### config.mk
export PLATFORM = sky130hd
export DESIGN_NAME = dual_tick_timer
export DESIGN_NICKNAME = d
export VERILOG_FILES = /design/src/rtl/tmr_pkg.sv /design/src/rtl/tick_gen.sv /design/src/rtl/fixed_counter.sv /design/src/rtl/reload_counter.sv /design/src/rtl/irq_flag.sv /design/src/rtl/dual_tick_timer.sv
export SDC_FILE = /design/constraint.sdc
export NUM_CORES = 1
export LEC_CHECK = 0
export ABC_AREA = 1
export BUFFER_PORTS_ARGS = -buffer_cell sky130_fd_sc_hd__buf_2
export CORE_ASPECT_RATIO = 1.5
export CORE_MARGIN = 8
export CORE_UTILIZATION = 41
export DETAILED_ROUTE_END_ITERATION = 12
export GPL_TIMING_DRIVEN = 0
export PLACE_DENSITY = 0.7
export REMOVE_ABC_BUFFERS = 1
export SLEW_MARGIN = 20
export SYNTH_ARGS = -nofsm -noshare
export SYNTH_HDL_FRONTEND = slang
export SYNTH_SLANG_ARGS = --single-unit
### constraint.sdc
create_clock -name clk -period 1.78 [get_ports clk]
set_input_delay 0 -clock clk [delete_from_list [all_inputs] [get_ports clk]]
set_output_delay 0 -clock clk [all_outputs]
set_load 0.05 [all_outputs]
### src/rtl/tmr_pkg.sv
package tmr_pkg;
  typedef enum logic [1:0] {
    SEL_T1   = 2'd0,
    SEL_T2   = 2'd1,
    SEL_RL   = 2'd2,
    SEL_NONE = 2'd3
  } rd_sel_e;

  localparam int CTRL_W      = 4;
  localparam int CB_T1_IRQEN = 0;
  localparam int CB_T2_IRQEN = 1;
  localparam int CB_T2_RUN   = 3;
endpackage

### src/rtl/tick_gen.sv
module tick_gen #(
  parameter int DIV = 6
) (
  input  logic clk,
  input  logic rst_n,
  output logic tick_o
);
  localparam int CW = (DIV > 1) ? $clog2(DIV) : 1;
  localparam logic [CW-1:0] LAST = CW'(DIV - 1);

  logic [CW-1:0] cnt_q, cnt_d;

  always_comb begin
    if (cnt_q == LAST) cnt_d = '0;
    else               cnt_d = cnt_q + {{(CW-1){1'b0}}, 1'b1};
  end

  always_ff @(posedge clk or negedge rst_n) begin
    if (!rst_n) cnt_q <= '0;
    else        cnt_q <= cnt_d;
  end

  assign tick_o = (cnt_q == LAST);

  // ticks never come back to back
  p_tick_gap_r2: assert property (@(posedge clk) disable iff (!rst_n)
    tick_o |=> !tick_o);
endmodule

### src/rtl/fixed_counter.sv
module fixed_counter #(
  parameter int W      = 7,
  parameter int PERIOD = 127
) (
  input  logic         clk,
  input  logic         rst_n,
  input  logic         tick_i,
  input  logic         ld_i,
  input  logic [W-1:0] ld_val_i,
  output logic [W-1:0] count_o,
  output logic         wrap_o
);
  localparam logic [W-1:0] LAST = W'(PERIOD - 1);
  localparam logic [W-1:0] ONE  = W'(1);

  logic [W-1:0] cnt_q, cnt_d;
  logic         wrap;

  always_comb begin
    cnt_d = cnt_q;
    wrap  = 1'b0;
    if (ld_i) begin
      cnt_d = ld_val_i;
    end else if (tick_i) begin
      if (cnt_q == LAST) begin
        cnt_d = '0;
        wrap  = 1'b1;
      end else begin
        cnt_d = cnt_q + ONE;
      end
    end
  end

  always_ff @(posedge clk or negedge rst_n) begin
    if (!rst_n) cnt_q <= '0;
    else        cnt_q <= cnt_d;
  end

  assign count_o = cnt_q;
  assign wrap_o  = wrap;

  // no tick and no load means the count holds
  p_hold_no_tick_r2: assert property (@(posedge clk) disable iff (!rst_n)
    (!tick_i && !ld_i) |=> $stable(cnt_q));
  // the last count in the period goes back to zero
  p_t1_wrap_r3: assert property (@(posedge clk) disable iff (!rst_n)
    (tick_i && !ld_i && cnt_q == LAST) |=> (cnt_q == '0));
  // a load wins over the tick
  p_t1_load_wins_r8: assert property (@(posedge clk) disable iff (!rst_n)
    ld_i |=> (cnt_q == $past(ld_val_i)));
endmodule

### src/rtl/reload_counter.sv
module reload_counter #(
  parameter int W = 8
) (
  input  logic         clk,
  input  logic         rst_n,
  input  logic         tick_i,
  input  logic         en_i,
  input  logic         ld_cnt_i,
  input  logic         ld_rl_i,
  input  logic [W-1:0] ld_val_i,
  output logic [W-1:0] count_o,
  output logic [W-1:0] reload_o,
  output logic         wrap_o,
  output logic         tog_o
);
  localparam logic [W-1:0] ONE = W'(1);

  logic [W-1:0] cnt_q, cnt_d, rl_q, rl_d;
  logic         tog_q, tog_d, wrap;

  always_comb begin
    cnt_d = cnt_q;
    rl_d  = rl_q;
    tog_d = tog_q;
    wrap  = 1'b0;
    if (ld_rl_i || ld_cnt_i) rl_d = ld_val_i;
    if (ld_cnt_i) begin
      cnt_d = ld_val_i;
    end else if (tick_i && en_i) begin
      if (&cnt_q) begin
        cnt_d = rl_q;
        wrap  = 1'b1;
        tog_d = ~tog_q;
      end else begin
        cnt_d = cnt_q + ONE;
      end
    end
  end

  always_ff @(posedge clk or negedge rst_n) begin
    if (!rst_n) begin
      cnt_q <= '0;
      rl_q  <= '0;
      tog_q <= 1'b0;
    end else begin
      cnt_q <= cnt_d;
      rl_q  <= rl_d;
      tog_q <= tog_d;
    end
  end

  assign count_o  = cnt_q;
  assign reload_o = rl_q;
  assign wrap_o   = wrap;
  assign tog_o    = tog_q;

  // a stopped counter holds its value
  p_t2_idle_r4: assert property (@(posedge clk) disable iff (!rst_n)
    (!en_i && !ld_cnt_i) |=> $stable(cnt_q));
  // overflow takes the reload value and flips the toggle output
  p_t2_reload_r5: assert property (@(posedge clk) disable iff (!rst_n)
    (tick_i && en_i && !ld_cnt_i && !ld_rl_i && (&cnt_q))
      |=> (cnt_q == $past(rl_q)) && (tog_q != $past(tog_q)));
  // the reload-only strobe leaves the count alone
  p_rl_only_r6: assert property (@(posedge clk) disable iff (!rst_n)
    (ld_rl_i && !ld_cnt_i && !tick_i) |=> (rl_q == $past(ld_val_i)) && $stable(cnt_q));
endmodule

### src/rtl/irq_flag.sv
module irq_flag (
  input  logic clk,
  input  logic rst_n,
  input  logic set_i,
  input  logic clr_i,
  output logic flag_o
);
  logic flag_q, flag_d;

  always_comb begin
    flag_d = flag_q;
    if (clr_i) flag_d = 1'b0;
    if (set_i) flag_d = 1'b1;
  end

  always_ff @(posedge clk or negedge rst_n) begin
    if (!rst_n) flag_q <= 1'b0;
    else        flag_q <= flag_d;
  end

  assign flag_o = flag_q;

  // a flag holds until it is cleared
  p_flag_hold_r9: assert property (@(posedge clk) disable iff (!rst_n)
    (flag_q && !clr_i) |=> flag_q);
  // a set wins over a clear in the same cycle
  p_set_wins_r9: assert property (@(posedge clk) disable iff (!rst_n)
    set_i |=> flag_q);
endmodule

### src/rtl/dual_tick_timer.sv
module dual_tick_timer #(
  parameter int TICK_DIV  = 6,
  parameter int NIB_W     = 4,
  parameter int T1_W      = 7,
  parameter int T1_PERIOD = 127
) (
  input  logic                      clk,
  input  logic                      rst_n,
  input  logic [NIB_W-1:0]          nib_lo_i,
  input  logic [NIB_W-1:0]          nib_hi_i,
  input  logic                      wr_t1_i,
  input  logic                      wr_rl_i,
  input  logic                      wr_t2_i,
  input  logic [1:0]                rd_sel_i,
  output logic [NIB_W-1:0]          rd_lo_o,
  output logic [NIB_W-1:0]          rd_hi_o,
  input  logic                      ctrl_wr_i,
  input  logic [tmr_pkg::CTRL_W-1:0] ctrl_i,
  output logic [tmr_pkg::CTRL_W-1:0] ctrl_o,
  input  logic                      clr_t1_i,
  input  logic                      clr_t2_i,
  output logic                      t1_flag_o,
  output logic                      t2_flag_o,
  output logic                      t1_irq_o,
  output logic                      t2_irq_o,
  output logic                      tog_o
);
  import tmr_pkg::*;

  localparam int BW = 2 * NIB_W;

  logic [BW-1:0]      ld_byte, t2_cnt, t2_rl, rd_val;
  logic [T1_W-1:0]    t1_cnt;
  logic [CTRL_W-1:0]  ctrl_q, ctrl_d;
  logic               tick, t1_wrap, t2_wrap;

  assign ld_byte = {nib_hi_i, nib_lo_i};

  always_comb begin
    ctrl_d = ctrl_q;
    if (ctrl_wr_i) ctrl_d = ctrl_i;
  end

  always_ff @(posedge clk or negedge rst_n) begin
    if (!rst_n) ctrl_q <= '0;
    else        ctrl_q <= ctrl_d;
  end

  tick_gen #(.DIV(TICK_DIV)) u_tick (
    .clk(clk), .rst_n(rst_n), .tick_o(tick)
  );

  fixed_counter #(.W(T1_W), .PERIOD(T1_PERIOD)) u_t1 (
    .clk(clk), .rst_n(rst_n), .tick_i(tick), .ld_i(wr_t1_i),
    .ld_val_i(ld_byte[T1_W-1:0]), .count_o(t1_cnt), .wrap_o(t1_wrap)
  );

  reload_counter #(.W(BW)) u_t2 (
    .clk(clk), .rst_n(rst_n), .tick_i(tick), .en_i(ctrl_q[CB_T2_RUN]),
    .ld_cnt_i(wr_t2_i), .ld_rl_i(wr_rl_i), .ld_val_i(ld_byte),
    .count_o(t2_cnt), .reload_o(t2_rl), .wrap_o(t2_wrap), .tog_o(tog_o)
  );

  irq_flag u_f1 (
    .clk(clk), .rst_n(rst_n), .set_i(t1_wrap), .clr_i(clr_t1_i), .flag_o(t1_flag_o)
  );

  irq_flag u_f2 (
    .clk(clk), .rst_n(rst_n), .set_i(t2_wrap), .clr_i(clr_t2_i), .flag_o(t2_flag_o)
  );

  always_comb begin
    case (rd_sel_e'(rd_sel_i))
      SEL_T1:  rd_val = BW'(t1_cnt);
      SEL_T2:  rd_val = t2_cnt;
      SEL_RL:  rd_val = t2_rl;
      default: rd_val = '0;
    endcase
  end

  assign rd_lo_o  = rd_val[NIB_W-1:0];
  assign rd_hi_o  = rd_val[BW-1:NIB_W];
  assign ctrl_o   = ctrl_q;
  assign t1_irq_o = t1_flag_o & ctrl_q[CB_T1_IRQEN];
  assign t2_irq_o = t2_flag_o & ctrl_q[CB_T2_IRQEN];

  // a request needs both its flag and its enable
  p_irq_gate_r10: assert property (@(posedge clk) disable iff (!rst_n)
    (t1_irq_o |-> (t1_flag_o && ctrl_q[CB_T1_IRQEN])) and
    (t2_irq_o |-> (t2_flag_o && ctrl_q[CB_T2_IRQEN])));
  // the toggle output changes only together with a second-timer flag set
  p_tog_flag_r5: assert property (@(posedge clk) disable iff (!rst_n)
    (tog_o != $past(tog_o)) |-> t2_flag_o);
endmodule

==> impl_metrics.ini <==
[layout]
final_nets = 343
finalNonFillerCells = 385
insertedDiodeCount = 0
drive_above_1_share = 0.197
syn_to_final_growth_pct = 21.6

[pwr]
p_per_area_nw_per_um2 = 791
ir_drop_v = 0.000494
p_leak_nw = 1.34

[synth]
ys_warn_count = 0
synth_cells = 270
synth_seq_area_share = 0.408
synth.distinct_cells = 30
number_of_synthesized_register_bits = 33
post_synth.cell_area_avg_um2 = 7.49
mappedNetlistArea_um2 = 2020

[timing]
clock.fmax_mhz = 628
report.final.slew_viol_count = 0
hold_viol = 0
setup_repair_after_global_routing_missed_its_margin = no
tightest_slew_ns = 0.753
timing.final.crit_share = 0.894
setup-violations-final = 0
setup-tns-final_ns = 0
worst_slew_margin_rel = 0.498
fin_worst_skew_ns = 0.00363
final.min_clock_period_ns = 1.59
hold_ws_ns = 0.00920

[clock_network]
tritoncts_num_sinks = 33
clock_insertion_delay_worst_skew_ns = 0.28
root_buffer = clkbuf_8
tritoncts_clock_tree = yes
cts.htree.levels = 2
tritoncts.num_buffers = 5
clk_pin_slew_ns = 0.07
post-cts-setup-buffers = 0
deepest_clock_path_buffer_count = 2

[grt]
grt_first_pass_wirelength_um = 8720
grt_max_degree = 34
grt.total_usage = 0.149
antenna_violations_before_repair = 0
grt_pass1_vias = 1902
globalRouteOverflowTotal = 0

[worst_hold_path]
holdPathStages = 3
holdCritPathClass = input port to flip-flop

[routing]
remaining_drc_errors = 0
routedWlPerCell_um = 13.3
vias_per_cell = 4.82
drtIter0Drc = 74
vias = 1856
postRouteWirelength_um = 5140
postRouteAntennaNets = 0
drt-pass1-iter-count = 4

[floorplan]
die_x_um = 73.4
row_count = 31
fp.dieArea_um2 = 7480
start_util = 0.421
io_count = 39
dieHeight_um = 102
core_um2 = 4810

[worst_setup_path]
worstPathRequired_ns = 1.78
timing.critical_path.slowest_cell_delay_ns = 0.59
critPathMaxFanout = 11
critical_path_cell_count = 3
critical_path.slowest_cell = dfrtp_1
timing.critical_path.to_type = primary output
worst-path-buf-inv = 2
timing.critical_path.from_type = flip-flop
critical_path.cell_chain = inv_1 > o221ai_1 > buf_2
timing.critical_path.arrival_ns = 1.59
rr_worst_depth = 7
crit_family = flip-flops
timing_worst_setup_path_type = flip-flop to primary output

[outcome]
status = completed

[place]
dp.final_hpwl_um = 4010
dpl.cell_count = 368
placement.io_buffers = 38
finalWeightedCongestion = 0.858

[job]
maxCapViolCount = 0
## what timing repair did
action,in CTS,in global routing
endpoints found under the hold margin,41,0
setup endpoints to repair,0,1
gates resized for setup,0,1
hold buffers,9,0
## per-layer routing
layer	global-route usage	up-vias	wire length, um
met5	0	-	0
met2	0.283	34	2910
met1	0.151	848	1920
met4	0.0726	0	135
met3	0.0226	12	168
li1	-	962	-
## cell usage after synthesis (all sizes together)
library cell,count,share of area
xnor2,1,0.0043
or2,1,0.0031
o211ai,2,0.0074
nand3,21,0.063
o21bai,1,0.0037
nor2,13,0.041
buf,5,0.014
clkbuf,1,0.0019
inv,62,0.12
xor2,3,0.013
o21ai,25,0.064
ha,3,0.019
a21oi,3,0.0074
nand4,11,0.034
clkinv,1,0.0019
o22ai,8,0.025
nand2,66,0.13
o221ai,6,0.026
dfrtp,33,0.41
mux2,4,0.022
## worst min-delay path: stages
cell and delay [ns]:
buf_2 0.11, inv_1 0.06, o21ai_0 0.07
## final timing paths
check / end / from / slack [ns]
setup / recovery: rd_hi_o[2] / u_t2.count_o[6]$_DFFE_PN0P_ / 0.19
max in group asynchronous: u_t2.reload_o[6]$_DFFE_PN0P_ / rst_n / 0.96
min in group asynchronous: u_f1.flag_o$_DFFE_PN0P_ / rst_n / 0.34
setup reg to reg: u_t1.count_o[4]$_DFFE_PN0P_ / u_t1.count_o[0]$_DFFE_PN0P_ / 0.21
hold / removal: u_t2.reload_o[3]$_DFFE_PN0P_ / nib_lo_i[3] / 0.009
hold reg to reg: u_tick.cnt_q[0]$_DFF_PN0_ / u_tick.cnt_q[0]$_DFF_PN0_ / 0.47
## stage by stage
step	util	instance area [um^2]	worst slack, ns	total power, mW
final	0.511	2460	0.188	1.94
after detailed placement	0.471	2260	0.129	1.32
after global routing	0.511	2460	0.111	2.05
after floorplan	-	1990	0.333	1.18
after CTS	0.511	2460	0.109	1.97
after global placement	0.471	2260	0.182	1.30
## kinds of logic after synthesis
kind of cell,count (synthesis),synth area share
AOI/OAI and AO/OA,45,0.133
xor gates and xnor gates,4,0.0173
adders and majority gates,3,0.0186
buffers and inverters,69,0.132
DFF,33,0.408
muxes,4,0.0223
and+or+nand+nor,112,0.268
## layout make-up
| class | instances | area, um^2 |
|---|---|---|
| fillers | 502 | 2350 |
| multi-input cells | 168 | 933 |
| flip-flops and latches | 33 | 826 |
| repair buffers | 47 | 280 |
| inverters | 63 | 236 |
| clock buffers | 7 | 96.3 |
| well taps | 66 | 82.6 |
| clock inverters | 1 | 5.00 |
## power by group
part           internal [mW]  total, mW  switching, mW
logic                  0.141      0.435          0.294
registers              0.809      0.885         0.0758
clock network          0.349      0.625          0.275
total                   1.30       1.94          0.645
## state kept, by name, summed over array words and instances (netlist names)
register,flops
u_t2.tog_o,1
ctrl_o,4
u_t2.reload_o,8
u_f2.flag_o,1
u_tick.cnt_q,3
u_f1.flag_o,1
u_t1.count_o,7
u_t2.count_o,8
## placed cells by master (no fill, tap or decap), types with 2 or more instances in the layout
master         count
nor2_4             2
nand2_1           64
nand3_2            2
mux2_2             4
o221ai_1           6
nand3_1           18
o21ai_0           24
nor2_1             9
dlygate4sd3_1      9
clkbuf_8           7
inv_1             61
xor2_1             3
buf_2             38
dfrtp_1           33
ha_1               3
a21oi_1            2
nand4_1           11
o22ai_1            8
o211ai_1           2
No activity file was read; power rests on OpenSTA's default activity.
